[src/rtl/adp_ctl_pkg.sv]
package adp_ctl_pkg;

  localparam int unsigned N_CORE_EV = 8;

  // word indices of the register file
  localparam int unsigned W_IDENT = 0;
  localparam int unsigned W_ACK   = 1;
  localparam int unsigned W_STAT  = 2;
  localparam int unsigned W_ENA   = 3;
  localparam int unsigned W_MCTL  = 4;
  localparam int unsigned W_DROP  = 5;

  typedef struct packed {
    logic [2:0] lvl;
    logic       lock;
    logic [4:0] en;   // dma, tx, rx, wait_1ms, wait_500us
  } mctl_t;

  localparam int unsigned MCTL_W = $bits(mctl_t);

endpackage

[src/rtl/adp_rst_sync.sv]
module adp_rst_sync (
  input  logic clk,
  input  logic rst_n,
  output logic rst_sync_n
);

  logic [1:0] sync_q;

  always_ff @(posedge clk or negedge rst_n) begin
    if (!rst_n) sync_q <= 2'b00;
    else        sync_q <= {sync_q[0], 1'b1};
  end

  assign rst_sync_n = sync_q[1];

endmodule

[src/rtl/adp_drop_ctr.sv]
module adp_drop_ctr #(
  parameter int unsigned CNT_W = 16
) (
  input  logic             clk,
  input  logic             rst_n,
  input  logic             clr_i,
  input  logic             rd_clr_i,
  input  logic             inc_i,
  output logic [CNT_W-1:0] cnt_o,
  output logic             hit_max_o
);

  localparam logic [CNT_W-1:0] CMAX = '1;
  localparam logic [CNT_W-1:0] CPRE = CMAX - 1'b1;

  logic [CNT_W-1:0] cnt_q;
  logic [CNT_W-1:0] cnt_d;
  logic [CNT_W-1:0] base;
  logic             cnt_en;

  always_comb begin
    base  = rd_clr_i ? '0 : cnt_q;
    cnt_d = base;
    if (inc_i && (base != CMAX)) cnt_d = base + 1'b1;
    if (clr_i) cnt_d = '0;
  end

  assign cnt_en    = clr_i | rd_clr_i | inc_i;
  assign hit_max_o = !clr_i && inc_i && (base == CPRE);

  always_ff @(posedge clk or negedge rst_n) begin
    if (!rst_n)      cnt_q <= '0;
    else if (cnt_en) cnt_q <= cnt_d;
  end

  assign cnt_o = cnt_q;

  // a saturated counter stays at its maximum until it is cleared
  assert_sat_hold_R9: assert property (@(posedge clk) disable iff (!rst_n)
    ($past(cnt_q) == CMAX && !$past(rd_clr_i) && !$past(clr_i)) |-> cnt_q == CMAX);

  // without a clear the count never decreases
  assert_no_decrease_R7: assert property (@(posedge clk) disable iff (!rst_n)
    (!$past(rd_clr_i) && !$past(clr_i)) |-> cnt_q >= $past(cnt_q));

  // after a read-clear the count is at most one
  assert_rdclr_R8: assert property (@(posedge clk) disable iff (!rst_n)
    $past(rd_clr_i) |-> cnt_q <= CNT_W'(1));

endmodule

[src/rtl/adp_irq_unit.sv]
module adp_irq_unit #(
  parameter int unsigned VEC_W = 17
) (
  input  logic             clk,
  input  logic             rst_n,
  input  logic             clr_i,
  input  logic [VEC_W-1:0] ev_i,
  input  logic             ack_we_i,
  input  logic [VEC_W-1:0] ack_i,
  input  logic             ena_we_i,
  input  logic [VEC_W-1:0] ena_i,
  output logic [VEC_W-1:0] stat_o,
  output logic [VEC_W-1:0] ena_o,
  output logic             irq_o
);

  logic [VEC_W-1:0] stat_q, stat_d;
  logic [VEC_W-1:0] ena_q, ena_d;
  logic [VEC_W-1:0] ack_mask;
  logic             irq_q, irq_d;
  logic             stat_en, ena_en;

  assign ack_mask = ack_we_i ? ack_i : '0;

  always_comb begin
    stat_d = (stat_q & ~ack_mask) | ev_i;
    if (clr_i) stat_d = '0;
    ena_d = ena_i;
    if (clr_i) ena_d = '0;
    irq_d = clr_i ? 1'b0 : |(stat_q & ena_q);
  end

  assign stat_en = clr_i | ack_we_i | (|ev_i);
  assign ena_en  = clr_i | ena_we_i;

  always_ff @(posedge clk or negedge rst_n) begin
    if (!rst_n)       stat_q <= '0;
    else if (stat_en) stat_q <= stat_d;
  end

  always_ff @(posedge clk or negedge rst_n) begin
    if (!rst_n)      ena_q <= '0;
    else if (ena_en) ena_q <= ena_d;
  end

  always_ff @(posedge clk or negedge rst_n) begin
    if (!rst_n) irq_q <= 1'b0;
    else        irq_q <= irq_d;
  end

  assign stat_o = stat_q;
  assign ena_o  = ena_q;
  assign irq_o  = irq_q;

  // bits that were set and not acknowledged stay set
  assert_sticky_R3: assert property (@(posedge clk) disable iff (!rst_n)
    !$past(clr_i) |-> ((stat_q & $past(stat_q) & ~$past(ack_mask)) ==
                       ($past(stat_q) & ~$past(ack_mask))));

  // an event wins over an acknowledge in the same cycle
  assert_event_wins_R4: assert property (@(posedge clk) disable iff (!rst_n)
    !$past(clr_i) |-> ((stat_q & $past(ev_i)) == $past(ev_i)));

  // the interrupt line never rises while nothing was pending
  assert_irq_cause_R5: assert property (@(posedge clk) disable iff (!rst_n)
    $rose(irq_q) |-> $past(stat_q) != '0);

endmodule

[src/rtl/adp_mctl_unit.sv]
module adp_mctl_unit
  import adp_ctl_pkg::*;
(
  input  logic              clk,
  input  logic              rst_n,
  input  logic              clr_i,
  input  logic              we_i,
  input  logic [MCTL_W-1:0] wdata_i,
  output mctl_t             ctl_o
);

  mctl_t ctl_q, ctl_d, wr_v;
  logic  ctl_en;

  assign wr_v = mctl_t'(wdata_i);

  always_comb begin
    ctl_d      = ctl_q;
    ctl_d.lvl  = wr_v.lvl;
    ctl_d.lock = wr_v.lock;
    ctl_d.en   = ctl_q.en | wr_v.en;
    if (clr_i) ctl_d = '0;
  end

  assign ctl_en = clr_i | we_i;

  always_ff @(posedge clk or negedge rst_n) begin
    if (!rst_n)      ctl_q <= '0;
    else if (ctl_en) ctl_q <= ctl_d;
  end

  assign ctl_o = ctl_q;

  // the enable bits only fall on a soft reset
  assert_en_sticky_R6: assert property (@(posedge clk) disable iff (!rst_n)
    !$past(clr_i) |-> ((ctl_q.en & $past(ctl_q.en)) == $past(ctl_q.en)));

  // the level field follows the last write
  assert_lvl_write_R6: assert property (@(posedge clk) disable iff (!rst_n)
    ($past(we_i) && !$past(clr_i)) |-> ctl_q.lvl == $past(wdata_i[8:6]));

endmodule

[src/rtl/adp_ctl_regs.sv]
module adp_ctl_regs
  import adp_ctl_pkg::*;
#(
  parameter int unsigned ADDR_W = 3,
  parameter int unsigned NUM_TX = 8,
  parameter int unsigned CNT_W  = 16
) (
  input  logic              clk,
  input  logic              rst_n,
  input  logic              bus_sel,
  input  logic              bus_wr,
  input  logic [ADDR_W-1:0] bus_addr,
  input  logic [31:0]       bus_wdata,
  output logic [31:0]       bus_rdata,
  input  logic [3:0]        strap_ver,
  input  logic [2:0]        strap_mb,
  input  logic [2:0]        strap_flags,
  input  logic [4:0]        strap_db,
  input  logic [NUM_TX-1:0] ev_tx_chan,
  input  logic [7:0]        ev_core,
  input  logic              ev_drop_mode,
  input  logic              ev_drop_ovf,
  output logic              irq_o,
  output logic              adp_rst_o,
  output logic              ctl_dma_en,
  output logic              ctl_tx_en,
  output logic              ctl_rx_en,
  output logic              ctl_wait_1ms,
  output logic              ctl_wait_500us,
  output logic              ctl_tx_lock,
  output logic [2:0]        ctl_irq_lvl
);

  localparam int unsigned VEC_W  = 1 + N_CORE_EV + NUM_TX;
  localparam int unsigned N_DROP = 2;

  logic              rst_s_n;
  logic              wr_hit, rd_hit;
  logic              id_wr, ack_wr, ena_wr, mctl_wr, drop_rd;
  logic [VEC_W-1:0]  ev_vec, stat_v, ena_v;
  logic [N_DROP-1:0] drop_inc, drop_hit;
  logic [CNT_W-1:0]  drop_cnt [N_DROP];
  logic              adp_rst_q;
  mctl_t             ctl_v;

  adp_rst_sync u_rst_sync (
    .clk        (clk),
    .rst_n      (rst_n),
    .rst_sync_n (rst_s_n)
  );

  // access decode
  assign wr_hit  = bus_sel &  bus_wr;
  assign rd_hit  = bus_sel & ~bus_wr;
  assign id_wr   = wr_hit && (bus_addr == ADDR_W'(W_IDENT));
  assign ack_wr  = wr_hit && (bus_addr == ADDR_W'(W_ACK));
  assign ena_wr  = wr_hit && (bus_addr == ADDR_W'(W_ENA));
  assign mctl_wr = wr_hit && (bus_addr == ADDR_W'(W_MCTL));
  assign drop_rd = rd_hit && (bus_addr == ADDR_W'(W_DROP));

  // discard counters: index 0 counts mode drops, index 1 overflow drops
  assign drop_inc = {ev_drop_ovf, ev_drop_mode};

  for (genvar g = 0; g < N_DROP; g++) begin : g_drop
    adp_drop_ctr #(.CNT_W(CNT_W)) u_ctr (
      .clk       (clk),
      .rst_n     (rst_s_n),
      .clr_i     (id_wr),
      .rd_clr_i  (drop_rd),
      .inc_i     (drop_inc[g]),
      .cnt_o     (drop_cnt[g]),
      .hit_max_o (drop_hit[g])
    );
  end

  assign ev_vec = {ev_tx_chan, ev_core, |drop_hit};

  adp_irq_unit #(.VEC_W(VEC_W)) u_irq (
    .clk      (clk),
    .rst_n    (rst_s_n),
    .clr_i    (id_wr),
    .ev_i     (ev_vec),
    .ack_we_i (ack_wr),
    .ack_i    (bus_wdata[VEC_W-1:0]),
    .ena_we_i (ena_wr),
    .ena_i    (bus_wdata[VEC_W-1:0]),
    .stat_o   (stat_v),
    .ena_o    (ena_v),
    .irq_o    (irq_o)
  );

  adp_mctl_unit u_mctl (
    .clk     (clk),
    .rst_n   (rst_s_n),
    .clr_i   (id_wr),
    .we_i    (mctl_wr),
    .wdata_i (bus_wdata[MCTL_W-1:0]),
    .ctl_o   (ctl_v)
  );

  always_ff @(posedge clk or negedge rst_s_n) begin
    if (!rst_s_n) adp_rst_q <= 1'b0;
    else          adp_rst_q <= id_wr;
  end

  assign adp_rst_o = adp_rst_q;

  // read-back
  always_comb begin
    bus_rdata = '0;
    if (rd_hit) begin
      if (bus_addr == ADDR_W'(W_IDENT))
        bus_rdata = {strap_ver, 17'b0, strap_mb, strap_flags, strap_db};
      else if (bus_addr == ADDR_W'(W_STAT))
        bus_rdata = 32'(stat_v);
      else if (bus_addr == ADDR_W'(W_ENA))
        bus_rdata = 32'(ena_v);
      else if (bus_addr == ADDR_W'(W_MCTL))
        bus_rdata = 32'(ctl_v);
      else if (bus_addr == ADDR_W'(W_DROP))
        bus_rdata = {16'(drop_cnt[0]), 16'(drop_cnt[1])};
    end
  end

  assign ctl_dma_en     = ctl_v.en[4];
  assign ctl_tx_en      = ctl_v.en[3];
  assign ctl_rx_en      = ctl_v.en[2];
  assign ctl_wait_1ms   = ctl_v.en[1];
  assign ctl_wait_500us = ctl_v.en[0];
  assign ctl_tx_lock    = ctl_v.lock;
  assign ctl_irq_lvl    = ctl_v.lvl;

  // the reset pulse is seen with status, enable and control cleared
  assert_softrst_clear_R10: assert property (@(posedge clk) disable iff (!rst_s_n)
    adp_rst_o |-> (stat_v == '0 && ena_v == '0 && ctl_v == '0));

  // the reset pulse only follows a write to the identity word
  assert_softrst_cause_R10: assert property (@(posedge clk) disable iff (!rst_s_n)
    adp_rst_o |-> $past(bus_sel && bus_wr && bus_addr == ADDR_W'(W_IDENT)));

  // the interrupt line is low while the enable mask is empty
  assert_irq_masked_R1: assert property (@(posedge clk) disable iff (!rst_s_n)
    ($past(ena_v) == '0) |-> !irq_o);

endmodule

[config.mk]
export PLATFORM = sky130hd
export DESIGN_NAME = adp_ctl_regs
export DESIGN_NICKNAME = d
export VERILOG_FILES = /design/src/rtl/adp_ctl_pkg.sv /design/src/rtl/adp_rst_sync.sv /design/src/rtl/adp_drop_ctr.sv /design/src/rtl/adp_irq_unit.sv /design/src/rtl/adp_mctl_unit.sv /design/src/rtl/adp_ctl_regs.sv
export SDC_FILE = /design/constraint.sdc
export NUM_CORES = 1
export LEC_CHECK = 0
export ABC_AREA = 1
export CORE_AREA = 2 2 110 112
export DETAILED_ROUTE_END_ITERATION = 7
export DIE_AREA = 0 0 112 114
export PLACE_DENSITY = 0.81
export SYNTH_ARGS = -nofsm -noshare
export SYNTH_HDL_FRONTEND = slang
export SYNTH_SLANG_ARGS = --single-unit
[constraint.sdc]
create_clock -name clk -period 4.15 [get_ports clk]
set_input_delay 0.83 -clock clk [delete_from_list [all_inputs] [get_ports clk]]
set_output_delay 0.83 -clock clk [all_outputs]
set_load 0.02 [all_outputs]
[Word level (Yosys, flattened, before mapping)]
Cells that the tools add are included.
Storage, ports and cells
  flip-flop bits (word level): 79
  bits of input ports: 72
  output and inout port bits: 43
  logic and storage cells: 69
Operators by class
  add/sub/neg operators: 2
  equality and inequality tests: 9
  mux-type cells: 17
  bitwise operators: 15
  reduce and logical (&&, ||, !) cells: 16
Operator list (count)
  2-to-1 mux 32 bit: 6
  2-to-1 mux 16 bit: 6
  2-to-1 mux 17 bit: 3
  AND 17 bit: 2
  adder 16 x 1 -> 16 bit (second input constant): 2
  equality test 16 bit (second input constant): 2
  != test 16 bit (second input constant): 2
  OR reduction 18 bit: 1
  inverter 17 bit: 1
  OR 17 bit: 1
  OR reduction 17 bit: 1
  logical AND 1 bit: 11
  2-to-1 mux 9 bit: 1
  OR 1 bit: 7
  equality test 3 x 2 -> 1 bit (second input constant): 2
  equality test 3 bit (second input constant): 2
  OR 5 bit: 1
  equality test 3 x 1 -> 1 bit (second input constant): 1
  zero test 3 bit: 1
  AND 1 bit: 2
  OR reduction 2 bit: 1
  zero test 1 bit: 1
  2-to-1 mux 1 bit: 1
  inverter 1 bit: 1

[Logic depth before layout (Yosys ltp)]
Gate-level depths: netlist of the first run.
  depth in word-level cells: 9
  mapped depth: 16
  gate-level depth less buffers: 14

[Hierarchy]
From an unflattened synthesis of the first run, not the netlist that was laid out.
Unflattened totals
  cell total of the unflattened synthesis: 856
  area total of the unflattened synthesis: 5881.9 um^2
By module, submodules not included
  adp_drop_ctr: times used 2, cells an instance 214, area each 1440.1 um^2, sequential area each 400.4 um^2
  adp_irq_unit: times used 1, cells an instance 184, area each 1579.0 um^2, sequential area each 875.8 um^2
  adp_ctl_regs: times used 1, cells an instance 202, area each 1009.7 um^2, sequential area each 25.0 um^2
  adp_mctl_unit: times used 1, cells an instance 39, area each 359.1 um^2, sequential area each 225.2 um^2
  adp_rst_sync: times used 1, cells an instance 3, area each 53.8 um^2, sequential area each 50.0 um^2

[Least setup slack after synthesis of the first run]
OpenSTA, ideal clock, no wires.
  path type: in2out
  from: input port bus_addr[2]
  to: output port bus_rdata[2]
  data arrival time: 2235 ps
  required time: 3320 ps
  setup slack: 1085 ps
  cell stages on the path: 5
  buffers on the path: 2
  cells stage by stage: buf_6 -> nor3_1 -> clkbuf_1 -> a21oi_1 -> a21oi_1
On the way
  longest elaborated chain between the ends: 7
  elaborated cells between the ends (all ways): 11
  classes of those cells: eq/ne: 4; mux: 6; reduce/logical: 1
Ends and longest elaborated chain
  from (decl): RTL line adp_ctl_regs.sv:12  | input logic [ADDR_W-1:0] bus_addr,
  equality test 3 bit: RTL line adp_ctl_regs.sv:120  | else if (bus_addr == ADDR_W'(W_DROP))
  2-to-1 mux 32 bit: RTL line adp_ctl_regs.sv:120
  2-to-1 mux 32 bit: RTL line adp_ctl_regs.sv:118  | else if (bus_addr == ADDR_W'(W_MCTL))
  2-to-1 mux 32 bit: RTL line adp_ctl_regs.sv:116  | else if (bus_addr == ADDR_W'(W_ENA))
  2-to-1 mux 32 bit: RTL line adp_ctl_regs.sv:114  | else if (bus_addr == ADDR_W'(W_STAT))
  2-to-1 mux 32 bit *: RTL line adp_ctl_regs.sv:112  | if (bus_addr == ADDR_W'(W_IDENT))
  2-to-1 mux 32 bit *: RTL line adp_ctl_regs.sv:111  | if (rd_hit) begin
  to (decl): RTL line adp_ctl_regs.sv:14  | output logic [31:0] bus_rdata,
Mark *: on every way between the ends. The rest lies on a longest branch, timed or not.

[Worst setup path after layout of the first run]
  from: input port bus_addr[2]
  to: output port bus_rdata[6]
The elaborated chain is that of the path after synthesis.

==> results of run 1 <==
## worst max-delay path, cell delays in order
cell                              delay [ns]
sky130_fd_sc_hd__clkdlybuf4s50_1        0.72
sky130_fd_sc_hd__nor2_1                 0.09
sky130_fd_sc_hd__nand2_1                0.09
sky130_fd_sc_hd__clkinv_1               0.18
sky130_fd_sc_hd__a221oi_1               0.31
sky130_fd_sc_hd__a31oi_1                0.17
sky130_fd_sc_hd__clkdlybuf4s50_1        0.57
## through the flow
| stage | setup WS, ns | cell area, sq um | hold WS, ns |
|---|---|---|---|
| 2_1_floorplan | 1.09 | 5130 | 0.331 |
| 3_3_place_gp | 0.364 | 6300 | 0.340 |
| 3_5_place_dp | 0.351 | 6300 | 0.344 |
| 4_1_cts | 0.321 | 6610 | 0.358 |
| 5_1_grt | 0.142 | 6610 | 0.369 |
| 6_report | 0.355 | 6610 | 0.357 |
## where the power goes
group          total [uW]  internal (uW)  leakage [uW]  switching [uW]
clock                 858            494      0.000156             364
combinational         992            388       0.00228             605
sequential           1070            928      0.000886             139
## cells by family after synthesis
logic type / after synthesis / share of synthesized area (%)
simple gates: 375 / 31.2
buf+inv: 148 / 11.7
compound gates: 139 / 15.3
flops: 79 / 38.5
xor+xnor: 13 / 2.22
fa+ha+maj: 4 / 0.975
other cells: 1 / 0.0730
## layout by cell type (no fill, tap or decap), types with 5 or more instances in the layout
master,synthesis,layout
sky130_fd_sc_hd__a21oi_1,50,50
sky130_fd_sc_hd__a221oi_1,5,5
sky130_fd_sc_hd__buf_4,2,16
sky130_fd_sc_hd__clkbuf_16,0,9
sky130_fd_sc_hd__clkdlybuf4s50_1,0,99
sky130_fd_sc_hd__dfrtp_1,79,78
sky130_fd_sc_hd__inv_1,115,115
sky130_fd_sc_hd__nand2_1,176,176
sky130_fd_sc_hd__nand3_1,48,48
sky130_fd_sc_hd__nand4_1,13,13
sky130_fd_sc_hd__nor2_1,115,115
sky130_fd_sc_hd__nor2_2,9,8
sky130_fd_sc_hd__o21ai_0,49,49
sky130_fd_sc_hd__o22ai_1,21,21
sky130_fd_sc_hd__xor2_1,11,11
## metal layers
metal / track usage (%) / wire, um
met1: 30.4 / 6230
met2: 37.3 / 6700
met3: 4.89 / 883
met4: 7.40 / 359
met5: 0 / 0
## path summary, 6_finish.rpt
path                       slack (ns)                                    end                                 start
max                              0.35                           bus_rdata[6]                           bus_addr[2]
max in group asynchronous        2.98  g_drop[0].u_ctr.cnt_o[10]$_DFFE_PN0P_        u_rst_sync.sync_q[1]$_DFF_PN0_
min reg2reg                      0.36         u_rst_sync.sync_q[1]$_DFF_PN0_        u_rst_sync.sync_q[0]$_DFF_PN0_
min                              0.36         u_rst_sync.sync_q[1]$_DFF_PN0_        u_rst_sync.sync_q[0]$_DFF_PN0_
max reg2reg                      2.00   g_drop[1].u_ctr.cnt_o[3]$_DFFE_PN0P_  g_drop[1].u_ctr.cnt_o[1]$_DFFE_PN0P_
min in group asynchronous        0.52            u_irq.stat_o[2]$_DFFE_PN0P_        u_rst_sync.sync_q[1]$_DFF_PN0_
## cell type report
type	count	area, sq um	share of cell area [%]
clock buffers	10	239	3.61
clock inverters	6	76.3	1.15
inverters	121	454	6.87
multi-input cells	532	2570	38.8
flip-flops and latches	79	1980	30.0
well taps	147	184	2.78
repair buffers	115	1110	16.8
## flip-flops by register name, summed over array words and instances (netlist names)
name and flops:
adp_rst_o 1, g_drop.u_ctr.cnt_o 32, u_irq.ena_o 17, u_irq.irq_o 1, u_irq.stat_o 17, u_mctl.ctl_o 9, u_rst_sync.sync_q 2
==> results.rst, run 1 <==
.. list-table::
   :header-rows: 1

   * - Metric
     - Value
   * - Outcome
     - finished clean
   * - Sequential share of the synthesized area
     - 38.5%
   * - # hold bufs at CTS
     - 0
   * - # rows
     - 40
   * - Number of storage elements in the synthesis netlist
     - 79
   * - Share of the clock period used by the worst path
     - 91.5%
   * - Final critical path time including I/O delays and setup
     - 3.80 ns
   * - Number of global-route vias before repair
     - 5,078
   * - First DRT Iteration DRCs
     - 483
   * - Worst R2R Path Depth
     - 10
   * - Final setup TNS
     - 0 ns
   * - Die height
     - 114 um
   * - Final global-route overflow total
     - 0
   * - CP Launch Type
     - input port
   * - Net count after synthesis
     - 835
   * - Fraction of final layout cells sized beyond drive strength 1
     - 7.07%
   * - # placed instances
     - 994
   * - Max Transition Viols Final
     - 0
   * - Avg WL per Cell
     - 14.0 um
   * - Number of enable flip-flop cells after synthesis
     - 0
   * - IO Port Bufs
     - 99
   * - GRT Util Overall
     - 22.8%
   * - Type of the worst min-delay path
     - flip-flop to flip-flop
   * - RD Place Congestion
     - 0.906
   * - Die Span X
     - 112 um
   * - Detailed-route vias per instance
     - 5.24
   * - Insertion delay to the later sink of the worst-skew pair
     - 0.35 ns
   * - Remaining number of nets flagged by the antenna check after routing
     - 0
   * - Core Util, Final
     - 56.5%
   * - Depth of the worst hold-timing path
     - 0
   * - Clock transition time at the flip-flop clock pins of the worst setup and hold paths
     - 0.07 ns
   * - Post-CTS setup buffers
     - 0
   * - Number of max-cap violations
     - 0
   * - Remaining routing DRC violations
     - 0
   * - Post-route total power
     - 2920 uW
   * - Number of warnings printed during yosys synthesis
     - 0
   * - Clock tree from TritonCTS
     - yes
   * - Cells taking the most area after synthesis
     - sky130_fd_sc_hd__dfrtp_1 (38%), sky130_fd_sc_hd__nand2_1 (13%), sky130_fd_sc_hd__inv_1 (8.4%)
   * - Commonest cells post-synth
     - sky130_fd_sc_hd__nand2_1 (176), sky130_fd_sc_hd__inv_1 (115), sky130_fd_sc_hd__nor2_1 (115)
   * - Number of fill cells
     - 1,102
   * - Clock tree buffer depth
     - 2
   * - H-tree Lvls
     - 3
   * - Post_cts resized
     - 0
   * - Antenna diode count
     - 0
   * - Post-route clock skew
     - 0.00457 ns
   * - Gate count of the mapped netlist
     - 759
   * - Most frequently used cell type in the post-synthesis netlist
     - sky130_fd_sc_hd__nand2_1
   * - Crit path DAT
     - 2.97 ns
   * - Maximum number of pins on one net before global-route repair
     - 78
   * - Slew at the pin closest to its max-slew limit
     - 1.03 ns
   * - Post-synth ARST share
     - 100%
   * - Critical path class
     - input port to output pin
   * - Area share of the leading cell type in the synthesized netlist
     - 38.5%
   * - Syn Area/Cell
     - 6.77 sq um
   * - Count of placed standard cells in the final layout, fillers left out
     - 1,010
   * - Count of cell types in the netlist
     - 39
   * - Cell at the root of the clock tree
     - sky130_fd_sc_hd__clkbuf_16
   * - Crit path max fanout
     - 9
   * - Total wire length
     - 14,200 um
   * - Layout-stage area growth over the synthesis result
     - 28.8%
   * - Total core area
     - 0.0117 sq mm
   * - Slew HR
     - 31.4%
   * - Critical path capture point type
     - output pin
   * - Synth Cell Area
     - 0.00513 sq mm
   * - Maximum vdd drop
     - 0.261 mV
   * - Number of primary I/O pins
     - 115
   * - Largest area contributor in the synthesized netlist
     - sky130_fd_sc_hd__dfrtp_1
   * - Data required time at the worst endpoint
     - 3.32 ns
   * - Power density of the placed cells
     - 441 mW/mm^2
   * - Initial antenna violation count
     - 0
   * - Number of buffers created by CTS
     - 9
   * - Number of vias after detailed routing
     - 5,290
   * - Hpwl dp
     - 9950 um
   * - Count of final setup violators
     - 0
   * - Upper clock frequency limit
     - 263 MHz
   * - Wire length of the first global-routing pass
     - 23,800 um
   * - Number of nets in the finished design
     - 934
   * - Total die area
     - 0.0128 sq mm
   * - Leakage power total
     - 0.00332 uW
   * - Count of endpoints failing hold in the final timing report
     - 0
   * - Unrepaired setup endpoints after global routing
     - false
   * - Pre-Repair DR Iteration Count
     - 5
   * - Primary FF master, synth
     - sky130_fd_sc_hd__dfrtp_1
   * - Clock tree sinks
     - 79
   * - Starting Density
     - 43.8%
No activity file was read; power rests on OpenSTA's default activity.
==> run 2: changes to the inputs <==
- CORE_AREA: 2 2 110 112 -> 2 2 84 147
- DIE_AREA: 0 0 112 114 -> 0 0 86 149
- PLACE_DENSITY: 0.81 -> 0.8
==> run 2 against run 1 <==
- die area increased by 0.36%
- critical endpoint is now bus_rdata[29]
- global-route usage increased by 0.30 points
- total power decreased by 3.5%
- largest cell class unchanged
- clock skew increased by 0.0010 ns
- combinational power is 0.5% higher
- flip-flop and latch count stayed put
- sequential share of layout area increased by 0.23 points
- worst setup slack got worse by 0.12 ns
- highest routed layer unchanged
==> results.rst, run 2 (same netlist as run 1, synthesis figures left out) <==
.. list-table::
   :header-rows: 1

   * - Metric
     - Value
   * - Timing startpoint of the critical path
     - bus_addr[2]
   * - Post-DP Area
     - 0.00628 sq mm
   * - Wire length of the first global-routing pass
     - 23,700 um
   * - Count of placed standard cells in the final layout, fillers left out
     - 998
   * - Fraction of final layout cells sized beyond drive strength 1
     - 6.85%
   * - Number of vias after detailed routing
     - 5,337
   * - Unrepaired setup endpoints after global routing
     - false
   * - Data required time at the worst endpoint
     - 3.32 ns
   * - Number of global-route vias before repair
     - 5,128
   * - # placed instances
     - 982
   * - Share of the clock period used by the worst path
     - 94.4%
   * - Most common cell type on the critical path
     - sky130_fd_sc_hd__clkdlybuf4s50_1
   * - CP Launch Type
     - input port
   * - Cell class contributing the biggest share of worst-path delay
     - buffers and inverters
   * - Detailed-route vias per instance
     - 5.35
   * - Remaining number of nets flagged by the antenna check after routing
     - 0
   * - First DRT Iteration DRCs
     - 351
   * - Maximum vdd drop
     - 0.275 mV
   * - Total wire length
     - 14,700 um
   * - Die height
     - 149 um
   * - RD Place Congestion
     - 0.869
   * - Power density of the placed cells
     - 429 mW/mm^2
   * - Final design area excluding fillers
     - 0.00656 sq mm
   * - Remaining routing DRC violations
     - 0
   * - H-tree Lvls
     - 3
   * - Clock tree from TritonCTS
     - yes
   * - Cell at the root of the clock tree
     - sky130_fd_sc_hd__clkbuf_16
   * - Slew at the pin closest to its max-slew limit
     - 1.03 ns
   * - Final global-route overflow total
     - 0
   * - Initial antenna violation count
     - 0
   * - Final setup TNS
     - 0 ns
   * - Total die area
     - 0.0128 sq mm
   * - Upper clock frequency limit
     - 255 MHz
   * - Worst flop-to-flop path startpoint
     - g_drop[0].u_ctr.cnt_o[0]$_DFFE_PN0P_
   * - Number of primary I/O pins
     - 115
   * - Flip-flop count of the largest register after layout
     - 32
   * - Depth of the worst hold-timing path
     - 0
   * - Crit path DAT
     - 3.09 ns
   * - Clock tree buffer depth
     - 2
   * - Final critical path time including I/O delays and setup
     - 3.92 ns
   * - # hold bufs at CTS
     - 0
   * - Crit path max fanout
     - 28
   * - Slew HR
     - 31.1%
   * - Avg WL per Cell
     - 14.7 um
   * - Clock transition time at the flip-flop clock pins of the worst setup and hold paths
     - 0.07 ns
   * - Clock tree sinks
     - 79
   * - Reg-to-reg critical path endpoint
     - g_drop[0].u_ctr.cnt_o[1]$_DFFE_PN0P_
   * - Leakage power total
     - 0.00329 uW
   * - Setup slack on the worst flop-to-flop path
     - 2.00 ns
   * - Maximum number of pins on one net before global-route repair
     - 78
   * - Crit path depth
     - 6
   * - Count of endpoints failing hold in the final timing report
     - 0
   * - Pre-Repair DR Iteration Count
     - 5
   * - Capture point of the worst path
     - bus_rdata[29]
   * - Number of fill cells
     - 1,107
   * - Critical path capture point type
     - output pin
   * - Number of max-cap violations
     - 0
   * - Critical path class
     - input port to output pin
   * - Type of the worst min-delay path
     - flip-flop to flip-flop
   * - Die Span X
     - 86 um
   * - Number of buffers created by CTS
     - 9
   * - Hpwl dp
     - 10,700 um
   * - Total core area
     - 0.0117 sq mm
   * - # rows
     - 53
   * - Post-route clock skew
     - 0.00562 ns
   * - Critical Path, Cell by Cell
     - clkdlybuf4s50_1 > nand3_4 > inv_2 > nand2_4 > o21ai_0 > clkdlybuf4s50_1
   * - Commonest cells after routing, fill and taps aside
     - sky130_fd_sc_hd__nand2_1 (176), sky130_fd_sc_hd__inv_1 (115), sky130_fd_sc_hd__nor2_1 (115)
   * - Antenna diode count
     - 0
   * - Number of buffers and inverters on the critical path
     - 3
   * - Post_cts resized
     - 0
   * - Worst-path cell with the longest stage delay
     - sky130_fd_sc_hd__clkdlybuf4s50_1
   * - Most common cell after layout, fill and taps aside
     - sky130_fd_sc_hd__nand2_1
   * - Insertion delay to the later sink of the worst-skew pair
     - 0.34 ns
   * - Worst R2R Path Depth
     - 10
   * - Slowest stage delay, CP
     - 0.66 ns
   * - Number of nets in the finished design
     - 932
   * - Count of final setup violators
     - 0
   * - Layout-stage area growth over the synthesis result
     - 27.8%
   * - GRT Util Overall
     - 23.1%
   * - Max Transition Viols Final
     - 0
   * - IO Port Bufs
     - 99
   * - Post-route total power
     - 2810 uW
   * - Post-CTS setup buffers
     - 0
   * - Outcome
     - finished clean
   * - Starting Density
     - 43.7%
run 2: layer usage:
metal / wire length [um] / GRT usage, % / share of wire [%]
met5: 0 / 0 / 0
met4: 488 / 10.0 / 3.3
met1: 5650 / 26.3 / 39
met3: 524 / 2.49 / 3.6
met2: 8000 / 42.5 / 55
run 2: how the worst min path moves through the flow:
stage | end | slack, ns | start
floorplan | u_rst_sync.sync_q[1]$_DFF_PN0_ | 0.33 | u_rst_sync.sync_q[0]$_DFF_PN0_
global placement | u_rst_sync.sync_q[1]$_DFF_PN0_ | 0.34 | u_rst_sync.sync_q[0]$_DFF_PN0_
detailed placement | u_rst_sync.sync_q[1]$_DFF_PN0_ | 0.34 | u_rst_sync.sync_q[0]$_DFF_PN0_
CTS | u_rst_sync.sync_q[1]$_DFF_PN0_ | 0.36 | u_rst_sync.sync_q[0]$_DFF_PN0_
global route | u_rst_sync.sync_q[1]$_DFF_PN0_ | 0.38 | u_rst_sync.sync_q[0]$_DFF_PN0_
finish | u_rst_sync.sync_q[1]$_DFF_PN0_ | 0.35 | u_rst_sync.sync_q[0]$_DFF_PN0_
run 2: area by class of cell:
cell class | count | area [sq um] | share of cell area [%]
Tap cell | 137 | 171 | 2.61
Multi-Input combinational cell | 532 | 2570 | 39.1
Sequential cell | 79 | 1980 | 30.2
Clock buffer | 9 | 225 | 3.43
Timing Repair Buffer | 113 | 1110 | 16.9
Clock inverter | 7 | 55.1 | 0.839
Inverter | 121 | 454 | 6.92
run 2: power by group:
part / total [uW] / leakage [uW] / switching [uW] / internal (uW)
Clock: 753 / 0.000133 / 340 / 413
Combinational: 997 / 0.00227 / 610 / 387
Sequential: 1060 / 0.000886 / 135 / 928
Total: 2810 / 0.00329 / 1090 / 1730
run 2: per-stage QoR:
step                hold WS (ns)  setup WS (ns)  util (%)
floorplan                  0.331           1.09         -
global placement           0.338          0.307      53.5
detailed placement         0.342          0.245      53.5
CTS                        0.357          0.253      55.9
global route               0.379          0.133      55.9
finish                     0.353          0.234      55.9
